### src/rtl/adc_dma_pkg.sv
package adc_dma_pkg;
  typedef enum logic {ST_IDLE = 1'b0, ST_RUN = 1'b1} dma_st_e;
endpackage

### src/rtl/dma_slot.sv
module dma_slot #(
  parameter int DW = 16
) (
  input  logic          clk_i,
  input  logic          rst_ni,
  input  logic          flush_i,
  input  logic          push_i,
  input  logic [DW-1:0] data_i,
  input  logic          ack_i,
  output logic          vld_o,
  output logic [DW-1:0] data_o,
  output logic          ovr_o
);
  logic stall;
  assign stall = vld_o && !ack_i;

  always_ff @(posedge clk_i or negedge rst_ni) begin
    if (!rst_ni) begin
      vld_o  <= 1'b0;
      data_o <= '0;
      ovr_o  <= 1'b0;
    end else if (flush_i) begin
      vld_o <= 1'b0;
      ovr_o <= 1'b0;
    end else if (push_i) begin
      vld_o  <= 1'b1;
      data_o <= data_i;
      if (stall) ovr_o <= 1'b1;
    end else if (vld_o && ack_i) begin
      vld_o <= 1'b0;
    end
  end

  AST_PEND_HELD: assert property (@(posedge clk_i) disable iff (!rst_ni)
    (stall && !flush_i) |=> vld_o);
  AST_OVR_ON_REPLACE: assert property (@(posedge clk_i) disable iff (!rst_ni)
    (stall && push_i && !flush_i) |=> ovr_o);
endmodule

### src/rtl/dma_ptr.sv
module dma_ptr #(
  parameter int AW = 32,
  parameter int LW = 12
) (
  input  logic          clk_i,
  input  logic          rst_ni,
  input  logic          load_i,
  input  logic [AW-1:0] base_i,
  input  logic [LW-1:0] len_i,
  input  logic          step_i,
  output logic [AW-1:0] addr_o,
  output logic          last_o
);
  logic [AW-1:0] base_q;
  logic [LW-1:0] len_q, idx_q;

  always_ff @(posedge clk_i or negedge rst_ni) begin
    if (!rst_ni) begin
      base_q <= '0;
      len_q  <= '0;
      idx_q  <= '0;
    end else if (load_i) begin
      base_q <= {base_i[AW-1:1], 1'b0};
      len_q  <= len_i;
      idx_q  <= '0;
    end else if (step_i) begin
      idx_q <= last_o ? '0 : idx_q + LW'(1);
    end
  end

  assign last_o = (idx_q == len_q - LW'(1));
  assign addr_o = base_q + AW'({idx_q, 1'b0});

  AST_IDX_IN_RANGE: assert property (@(posedge clk_i) disable iff (!rst_ni)
    (step_i && !load_i && last_o) |=> (addr_o == base_q));
endmodule

### src/rtl/adc_dma_writer.sv
module adc_dma_writer
  import adc_dma_pkg::*;
#(
  parameter int AW = 32,
  parameter int LW = 12,
  parameter int DW = 16
) (
  input  logic          clk_i,
  input  logic          rst_ni,
  input  logic          smp_valid_i,
  input  logic [DW-1:0] smp_data_i,
  input  logic [AW-1:0] buf_base_i,
  input  logic [LW-1:0] buf_len_i,
  input  logic          wrap_i,
  input  logic          start_i,
  input  logic          stop_i,
  input  logic          full_clr_i,
  output logic          mem_req_o,
  output logic [AW-1:0] mem_addr_o,
  output logic [DW-1:0] mem_wdata_o,
  input  logic          mem_ack_i,
  output logic          busy_o,
  output logic          full_o,
  output logic          overrun_o
);
  dma_st_e st_q;
  logic    wrap_q, load, wr_fire, last, done, accept;

  assign load    = start_i && !stop_i && (buf_len_i != '0);
  assign wr_fire = mem_req_o && mem_ack_i;
  assign done    = wr_fire && last;
  assign accept  = (st_q == ST_RUN) && smp_valid_i && !(done && !wrap_q)
                   && !stop_i && !load;

  always_ff @(posedge clk_i or negedge rst_ni) begin
    if (!rst_ni) begin
      st_q   <= ST_IDLE;
      wrap_q <= 1'b0;
      full_o <= 1'b0;
    end else begin
      if (stop_i)                st_q <= ST_IDLE;
      else if (load)             st_q <= ST_RUN;
      else if (done && !wrap_q)  st_q <= ST_IDLE;
      if (load) wrap_q <= wrap_i;
      if (done)            full_o <= 1'b1;
      else if (full_clr_i) full_o <= 1'b0;
    end
  end

  assign busy_o = (st_q == ST_RUN);

  dma_ptr #(.AW(AW), .LW(LW)) u_ptr (
    .clk_i  (clk_i),
    .rst_ni (rst_ni),
    .load_i (load),
    .base_i (buf_base_i),
    .len_i  (buf_len_i),
    .step_i (wr_fire && !stop_i),
    .addr_o (mem_addr_o),
    .last_o (last)
  );

  dma_slot #(.DW(DW)) u_slot (
    .clk_i   (clk_i),
    .rst_ni  (rst_ni),
    .flush_i (stop_i || start_i),
    .push_i  (accept),
    .data_i  (smp_data_i),
    .ack_i   (mem_ack_i),
    .vld_o   (mem_req_o),
    .data_o  (mem_wdata_o),
    .ovr_o   (overrun_o)
  );

  AST_STOP_WINS: assert property (@(posedge clk_i) disable iff (!rst_ni)
    stop_i |=> (!busy_o && !mem_req_o));
  AST_FULL_ON_LAST: assert property (@(posedge clk_i) disable iff (!rst_ni)
    done |=> full_o);
  AST_ONESHOT_STOP: assert property (@(posedge clk_i) disable iff (!rst_ni)
    (done && !wrap_q && !start_i) |=> !busy_o);
  AST_ADDR_HOLD: assert property (@(posedge clk_i) disable iff (!rst_ni)
    (mem_req_o && !mem_ack_i && !stop_i && !start_i) |=> $stable(mem_addr_o));
  AST_IDLE_NO_REQ: assert property (@(posedge clk_i) disable iff (!rst_ni)
    (!busy_o && !start_i) |=> !mem_req_o);
endmodule

### config.mk
export PLATFORM = sky130hd
export DESIGN_NAME = adc_dma_writer
export DESIGN_NICKNAME = d
export VERILOG_FILES = /design/src/rtl/adc_dma_pkg.sv /design/src/rtl/dma_slot.sv /design/src/rtl/dma_ptr.sv /design/src/rtl/adc_dma_writer.sv
export SDC_FILE = /design/constraint.sdc
export NUM_CORES = 1
export LEC_CHECK = 0
export ABC_AREA = 1
export BUFFER_PORTS_ARGS = -buffer_cell sky130_fd_sc_hd__buf_4
export CORE_UTILIZATION = 50
export CTS_CLUSTER_SIZE = 20
export DETAILED_ROUTE_END_ITERATION = 6
export HOLD_SLACK_MARGIN = 0.03
export PLACE_DENSITY = 0.76
export SLEW_MARGIN = 0
export SYNTH_ARGS = -nofsm -noshare
export SYNTH_HDL_FRONTEND = slang
export SYNTH_SLANG_ARGS = --single-unit
### constraint.sdc
create_clock -name clk_i -period 4.4 [get_ports clk_i]
set_input_delay 0.44 -clock clk_i [delete_from_list [all_inputs] [get_ports clk_i]]
set_output_delay 0.44 -clock clk_i [all_outputs]
set_load 0.1 [all_outputs]
Yosys cells after proc, flatten, opt, wreduce, memory -nomap -nowiden
Index checks and enable logic that the tools add are counted.
Storage, ports and cells
  bits in registers: 76
Operators by class
  add/sub/neg operators: 3
  reductions and logical operators: 26
  multiplexer cells: 14
  eq/ne operators: 1
  bitwise logic cells: 1
Operator list (count)
  2-to-1 mux 12 bit: 3
  adder 32 x 13 -> 32 bit: 1
  adder 12 x 1 -> 12 bit, second input constant: 1
  == test 12 bit: 1
  nonzero test 12 bit: 1
  subtractor 12 x 1 -> 12 bit, second input constant: 1
  logical AND 1 bit: 11
  2-to-1 mux 1 bit: 11
  nonzero test 2 bit: 4
  nonzero test 3 bit: 2
  logical NOT 1 bit: 5
  AND reduction 2 bit: 2
  logical OR 1 bit: 1
  NOT 1 bit: 1

Longest topological paths before layout
Gate-level depths: netlist (run 1).
  word-level depth: 10
  gate-level depth with buffers: 17

By module
Synthesis (run 1) repeated with hierarchy kept, for this count alone.
Unflattened totals
  cell total of the unflattened synthesis: 657
  area total of the unflattened synthesis: 4775.8 um2
By module, submodules not included
  dma_ptr: times used 1, cells an instance 544, area an instance 3860.0 um2, seq. area each 1376.3 um2
  dma_slot: times used 1, cells an instance 79, area an instance 704.4 um2, seq. area each 450.4 um2
  adc_dma_writer: times used 1, cells an instance 34, area an instance 211.5 um2, seq. area each 75.1 um2

Worst setup path before layout (run 1)
Ideal clock, no wire load.
  path kind: register to output
  from: register u_ptr.idx_q[0]
  to: output mem_addr_o[31]
  stages on the path, launching flop included: 14
  buffers on the path: 0
  arrival: 3.489 ns
  required time: 3.960 ns
  setup slack: 0.471 ns
  cell sequence: dfrtp_1 -> ha_1 -> inv_1 -> fa_1 -> nand3b_1 -> nand2_1 -> a21oi_1 -> o21ai_1 -> nand2_1 -> o21ai_2 -> nand2_1 -> nor2_1 -> nand2_1 -> xor2_1
Between the ends
  longest elaborated chain between the ends: 1
RTL lines
  from (decl): line dma_ptr.sv:15  | logic [LW-1:0] len_q, idx_q;
  from (signal assigned): line dma_ptr.sv:27  | idx_q <= last_o ? '0 : idx_q + LW'(1);
  adder 32 x 13 -> 32 bit: line dma_ptr.sv:32  | assign addr_o = base_q + AW'({idx_q, 1'b0});
  to (decl): line adc_dma_writer.sv:19  | output logic [AW-1:0] mem_addr_o,
No other way between the ends.

Worst setup path in the final report (run 1)
Ends and elaborated chain as after synthesis.

==> impl_results.md, run 1 <==
- Hold_ws: 0.230 ns
- Chip Width: 97.3 µm
- CTS tree: yes
- Cell Area, Synth: 4540 µm²
- Root buf cell: clkbuf_8
- Yosys reg bits: 76
- Area contributors post-synth: dfrtp_1, nand2_1, xor2_1, inv_1, ha_1
- Post-Synth Simple-Gate Area: 0.328
- Fmax: 270 MHz
- Area Growth Syn to Fin: 25.0%
- Final setup vio count: 0
- Antenna viol nets, final: 0
- CP Max Fanout: 6
- Fin crit share: 0.841
- Placer Congestion: 0.871
- Final Critical Period: 3.70 ns
- Placed inst area: 5480 µm²
- Slew margin rel.: 0.361
- Fillers: 751
- VDD IR max: 0.446 mV
- Min-delay worst type: input port to asynchronous set/reset pin
- Die area: 9460 µm²
- Wirelength per Cell: 13.5 µm
- Largest family of logic cells by synthesized area: simple AND/OR/NAND/NOR gates
- Crit end category: output port
- Final std cell area, no fill: 5670 µm²
- Avg Synthesized Cell Area: 7.68 µm²
- Commonest non-fill, non-tap cell in the layout: nand2_1
- Setup CP Type: flop to output port
- Post_cts resized: 0
- Detail Placement HPWL: 8270 µm
- Worst-case clock buffer depth: 2
- Clock Skew: 0.00860 ns
- GRT Total Usage: 0.243
- Most frequent cells in the layout: nand2_1, buf_4, dfrtp_1
- Adder-Cell Fraction of Synth Area: 0.0430
- Total grt overflow: 0
- RSZ-0062 raised after global routing: false
- Syn nets: 674
- Largest net degree at the start of global routing: 77
- Lkg Pwr: 3.08 nW
- Synth warn: 0
- Clock latency on the worst-skew pair: 0.35 ns
- Power Dens Cells: 500 nW/µm²
- # Max-Cap Violations: 0
- Antenna diodes: 0
- Via/cell ratio: 5.02
- # DRC: 0
- Final hold vios: 0
- Post-synthesis mux area share: 0
- Clock Sinks: 76
- Rows: 34
- Status: complete, no violations
- Number of port buffers: 117
- Initial antenna violation count: 0
- Core area: 8760 µm²
- Post-Route WL: 11000 µm
- Share of the synthesized area in the top cell type: 0.419
- Mapped Cells: 591
- XOR/XNOR share of the synthesized area: 0.0888
- Slew @ Worst Pin: 0.958 ns
- Compound-Gate Fraction of Synth Area: 0.0560
- WP data required: 3.96 ns
- CTS Buf Count: 9
- Post-CTS Hold Fix Bufs: 0
- Vias post-DR: 4109
- Vias in the first global route: 4160
- Clock slew at the register clock pins of the worst setup and hold paths: 0.08 ns
- CP Launch Type: flop
- Iter 0 DRT Violations: 168
- Height of the chip: 97.3 µm
- Initial Util: 0.518
- Worst Path Arrival: 3.26 ns
- I/O pin count: 120
- Sequential area share after synthesis: 0.419
- Final #Nets: 790
- # H-tree levels: 3
- Postcts setup bufs: 0
- Yosys top cell by area: dfrtp_1
- Distinct cells, synth: 41
- First-pass GRT wire length: 18700 µm
- TritonRoute pass-1 iters: 6
- Final Max Tran Viols: 0
- Setup TNS: 0 ns
- Layout cells sized above 1: 0.232
metrics by stage:
step	util	setup WS (ns)	cells	total power, mW
after global routing	0.647	0.412	819	2.97
final	0.647	0.698	819	2.84
after detailed placement	0.626	1.08	804	2.32
after global placement	0.626	1.15	804	2.29
after floorplan	-	0.471	591	1.99
after CTS	0.647	0.680	819	2.85
path summary, 6_finish.rpt:
kind,start,endpoint,slack (ns),cells after the start
min reg2reg,u_slot.data_o[10],u_slot.data_o[10],0.49,2
min in group clk_i,smp_data_i[2],u_slot.data_o[2],0.28,3
max reg2reg,u_ptr.len_q[0],u_ptr.idx_q[3],1.96,15
min,rst_ni,u_ptr.base_q[13],0.23,1
max in group asynchronous,rst_ni,u_ptr.base_q[29],3.55,1
max,u_ptr.idx_q[0],mem_addr_o[31],0.70,14
flip-flops by register name (all words and copies together) (netlist names):
name,cells
u_ptr.len_q,12
wrap_q,1
u_slot.vld_o,1
busy_o,1
u_ptr.idx_q,12
u_slot.ovr_o,1
full_o,1
u_ptr.base_q,31
u_slot.data_o,16
cells in the mapped netlist:
library cell and count:
a21o_1 2, a21oi_1 11, and3_2 1, buf_1 1, buf_12 1, buf_2 2, buf_4 1, buf_6 1
clkbuf_1 8, clkinv_1 1, conb_1 1, dfrtp_1 76, fa_1 1, ha_1 14, inv_1 54, inv_2 1
nand2_1 228, nand2_2 13, nand2_4 1, nand3_1 21, nand3_2 1, nand3_4 1, nand3b_1 5, nand4_1 5
nand4_4 2, nor2_1 37, nor2_2 6, nor2_4 1, nor2_8 1, nor3_1 8, nor3b_1 1, nor4_1 4
o21a_1 2, o21ai_0 22, o21ai_1 3, o21ai_2 2, o21bai_1 1, o22ai_1 3, or2_2 1, xnor2_1 12
xor2_1 34
cell type report:
type,instances,area [µm²],share of cell area
multi-input cells,445,2340,0.413
flip-flops and latches,76,1900,0.335
repair buffers,119,893,0.157
inverters,56,210,0.0371
clock buffers,10,138,0.0243
well taps,108,135,0.0238
clock inverters,5,52.6,0.00926
worst max-delay path, cell delays in order, from the launching register on:
cell,delay [ns]
dfrtp_1,0.46
ha_1,0.18
inv_1,0.07
fa_1,0.41
nand3b_1,0.19
nand2_1,0.12
a21oi_1,0.11
o21ai_1,0.26
nand2_1,0.10
o21ai_2,0.11
nand2_1,0.16
nor2_1,0.19
nand2_1,0.10
xor2_1,0.14
buf_4,0.30
metal layers:
metal  vias to the layer above  share of wire  GRT usage
met5                         -              0          0
met4                         0          0.016     0.0848
met1                      1901           0.43      0.307
met2                       109           0.49      0.414
met3                        15          0.060     0.0496
li1                       2084              -          -
kinds of logic (layout without fill, tap and decap cells):
| family | after synthesis | count (layout) |
|---|---|---|
| flops | 76 | 76 |
| simple gates | 337 | 337 |
| xor+xnor | 46 | 46 |
| other cells | 1 | 1 |
| fa+ha+maj | 15 | 15 |
| compound gates | 46 | 46 |
| buf+inv | 70 | 190 |
power breakdown:
group          leakage (nW)  internal [mW]  switching, mW
logic                  2.02          0.328           1.08
registers             0.966          0.798         0.0978
clock network        0.0979          0.272          0.261
Power figures use the tool's default switching activity.
==> run 2, diff against run 1 <==
==> constraint.sdc (replaced) <==
create_clock -name clk_i -period 3.85 [get_ports clk_i]
set_input_delay 0.385 -clock clk_i [delete_from_list [all_inputs] [get_ports clk_i]]
set_output_delay 0.385 -clock clk_i [all_outputs]
set_load 0.1 [all_outputs]
==> run 2 against run 1 <==
Effect of this change:
- wire length fell by 3.0%
- total power is 16% higher
- combinational power increased by 14%
- clock skew rose by 0.0019 ns
- global-route usage fell by 0.51 points
- flip-flop and latch count unchanged
- critical path depth unchanged
- final cell count rose by 0.24%
- via count decreased by 0.63%
- final area up 0.68%
- utilization grew 0.44 points
- register-to-register slack worse by 0.53 ns
- critical path type unchanged
- critical endpoint unchanged
- largest power group unchanged
- highest routed layer unchanged
==> impl_results.md, run 2 (same netlist as run 1, synthesis figures left out) <==
- RSZ-0062 raised after global routing: false
- Setup CP Type: flop to output port
- Switching power: 1.68 mW (+17%)
- Via/cell ratio: 4.97 (-0.87%)
- Antenna viol nets, final: 0 (unchanged)
- Slew @ Worst Pin: 0.985 ns (+0.0266 ns)
- Clock Skew: 0.0105 ns (+0.00194 ns)
- Top flop regs: u_ptr.base_q x31, u_slot.data_o x16
- First-pass GRT wire length: 18300 µm (-2.2%)
- Critical path cell sequence: ha_1 -> inv_1 -> fa_1 -> nand3b_1 -> nand2_1 -> a21oi_1 -> o21ai_2 -> nand2_1 -> o21ai_2 -> nand2_1 -> nor2_1 -> nand2_1 -> xor2_2 -> buf_6
- Initial Util: 0.518 (unchanged)
- Height of the chip: 97.3 µm (unchanged)
- Worst-case clock buffer depth: 2 (unchanged)
- CP Launch Type: flop
- # H-tree levels: 3 (unchanged)
- Fillers: 767 (+2.1%)
- Lkg Pwr: 3.09 nW (+0.35%)
- Top reg by flops: u_ptr.base_q
- Register area: 1900 µm² (unchanged)
- # DRC: 0 (unchanged)
- Postcts setup bufs: 0 (unchanged)
- Sw Ratio: 0.513 (+0.00513)
- Final total power: 3.28 mW (+16%)
- CTS Buf Count: 9 (unchanged)
- Detail Placement HPWL: 7970 µm (-3.7%)
- Final Max Tran Viols: 0 (unchanged)
- CTS tree: yes
- CP Max Fanout: 6 (unchanged)
- Iter 0 DRT Violations: 221 (+32%)
- Most common cell on crit path: nand2_1
- Area Growth Syn to Fin: 25.9%
- Core area: 8760 µm² (unchanged)
- Int Pwr: 1.60 mW (+14%)
- Largest net degree at the start of global routing: 77 (unchanged)
- Power Dens Cells: 575 nW/µm² (+15%)
- Crit end category: output port
- Final setup vio count: 0 (unchanged)
- Sequential power share: 0.312 (-0.004)
- Final Critical Period: 3.55 ns
- GRT Total Usage: 0.238 (-0.00510)
- Final hold vios: 0 (unchanged)
- Chip Width: 97.3 µm (unchanged)
- Fin crit share: 0.923
- Most frequent cells in the layout: nand2_1, buf_4, dfrtp_1
- Clock power frac: 0.197 (+0.009)
- Wirelength per Cell: 13.0 µm (-3.2%)
- Final std cell area, no fill: 5710 µm² (+0.68%)
- Hold_ws: 0.188 ns (-0.0425 ns)
- Worst slack at placement: 0.596 ns (-0.483 ns)
- # Max-Cap Violations: 0 (unchanged)
- CP max stage cell: dfrtp_1
- Clock slew at the register clock pins of the worst setup and hold paths: 0.09 ns (about the same)
- Post-Route WL: 10700 µm (-3.0%)
- Rows: 34 (unchanged)
- I/O pin count: 120 (unchanged)
- Fmax: 282 MHz
- Worst Path Arrival: 3.17 ns (-0.09 ns)
- WP data required: 3.46 ns (-0.50 ns)
- Setup TNS: 0 ns (unchanged)
- Min-delay worst type: input port to asynchronous set/reset pin
- Status: complete, no violations
- Clock Sinks: 76 (unchanged)
- Die area: 9460 µm² (unchanged)
- TritonRoute pass-1 iters: 4 (-2)
- Initial antenna violation count: 0 (unchanged)
- Vias post-DR: 4083 (-0.63%)
- Final #Nets: 791 (+0.13%)
- Final core occ: 0.652 (+0.00443)
- Post-CTS Hold Fix Bufs: 0 (unchanged)
- Total grt overflow: 0 (unchanged)
- Reg2Reg Setup Slack: 1.43 ns (-0.53 ns)
- Root buf cell: clkbuf_8
- Placed cell count: 805 (+0.12%)
- Max incr delay on CP: 0.48 ns (+0.02 ns)
- Worst setup margin: 0.298 ns (-0.400 ns)
- Antenna diodes: 0 (unchanged)
- Layout cells sized above 1: 0.237 (+0.00496)
- Footprint of the multi-input gates: 2350 µm² (+0.48%)
- Slew margin rel.: 0.339 (-0.0222)
- Vias in the first global route: 4121 (-0.94%)
- Clock latency on the worst-skew pair: 0.35 ns (about the same)
- Placed inst area: 5500 µm² (+0.27%)
- Comb power frac: 0.491 (-0.006)
- Number of port buffers: 117 (unchanged)
- Max FFs per register: 31 (unchanged)
- Placer Congestion: 0.891 (+2.3%)
- Commonest non-fill, non-tap cell in the layout: nand2_1
- Finished Layout Cells: 821 (+0.24%)
- VDD IR max: 0.402 mV (-9.7%)
run 2: timing repair:
action	CTS	global route
hold endpoints to repair	0	0
resized for setup	0	2
setup endpoints to repair	0	1
run 2: path summary, 6_finish.rpt:
| check | start | to | depth (start not counted) |
|---|---|---|---|
| setup / recovery | u_ptr.idx_q[0] | mem_addr_o[31] | 14 |
| hold / removal | rst_ni | u_ptr.base_q[13] | 1 |
| setup reg to reg | u_ptr.len_q[0] | u_ptr.idx_q[7] | 15 |
| hold reg to reg | u_slot.data_o[0] | u_slot.data_o[0] | 2 |
| max in group asynchronous | rst_ni | u_ptr.len_q[2] | 1 |
| min in group clk_i | smp_data_i[11] | u_slot.data_o[11] | 3 |
run 2: power groups by stage:
| stage | registers (mW) | logic (mW) | clock network (mW) |
|---|---|---|---|
| 2_1_floorplan | 1.28 | 0.998 | 0 |
| 3_3_place_gp | 1.03 | 1.59 | 0 |
| 3_5_place_dp | 1.03 | 1.61 | 0 |
| 4_1_cts | 1.02 | 1.62 | 0.667 |
| 5_1_grt | 1.04 | 1.70 | 0.696 |
| 6_report | 1.02 | 1.61 | 0.647 |
run 2: layout make-up:
cell class                 count  share of cell area
multi-input combinational    445               0.412
sequential                    76               0.333
inverter                      56              0.0368
tap                          108              0.0237
clock inverter                 7              0.0145
timing repair buffer         120               0.158
clock buffer                   9              0.0217
run 2: worst max-delay path, delay by kind of cell (launching register included):
kind            cells  cell delay, ns
xor+xnor            1            0.15
flops               1            0.48
simple gates        6            0.85
compound gates      3            0.43
fa+ha+maj           2            0.59
buf+inv             2            0.31
run 2: per-layer routing:
layer	share of wire	track usage
met5	0	0
met4	0.018	0.0826
met3	0.052	0.0482
met2	0.47	0.398
met1	0.46	0.308
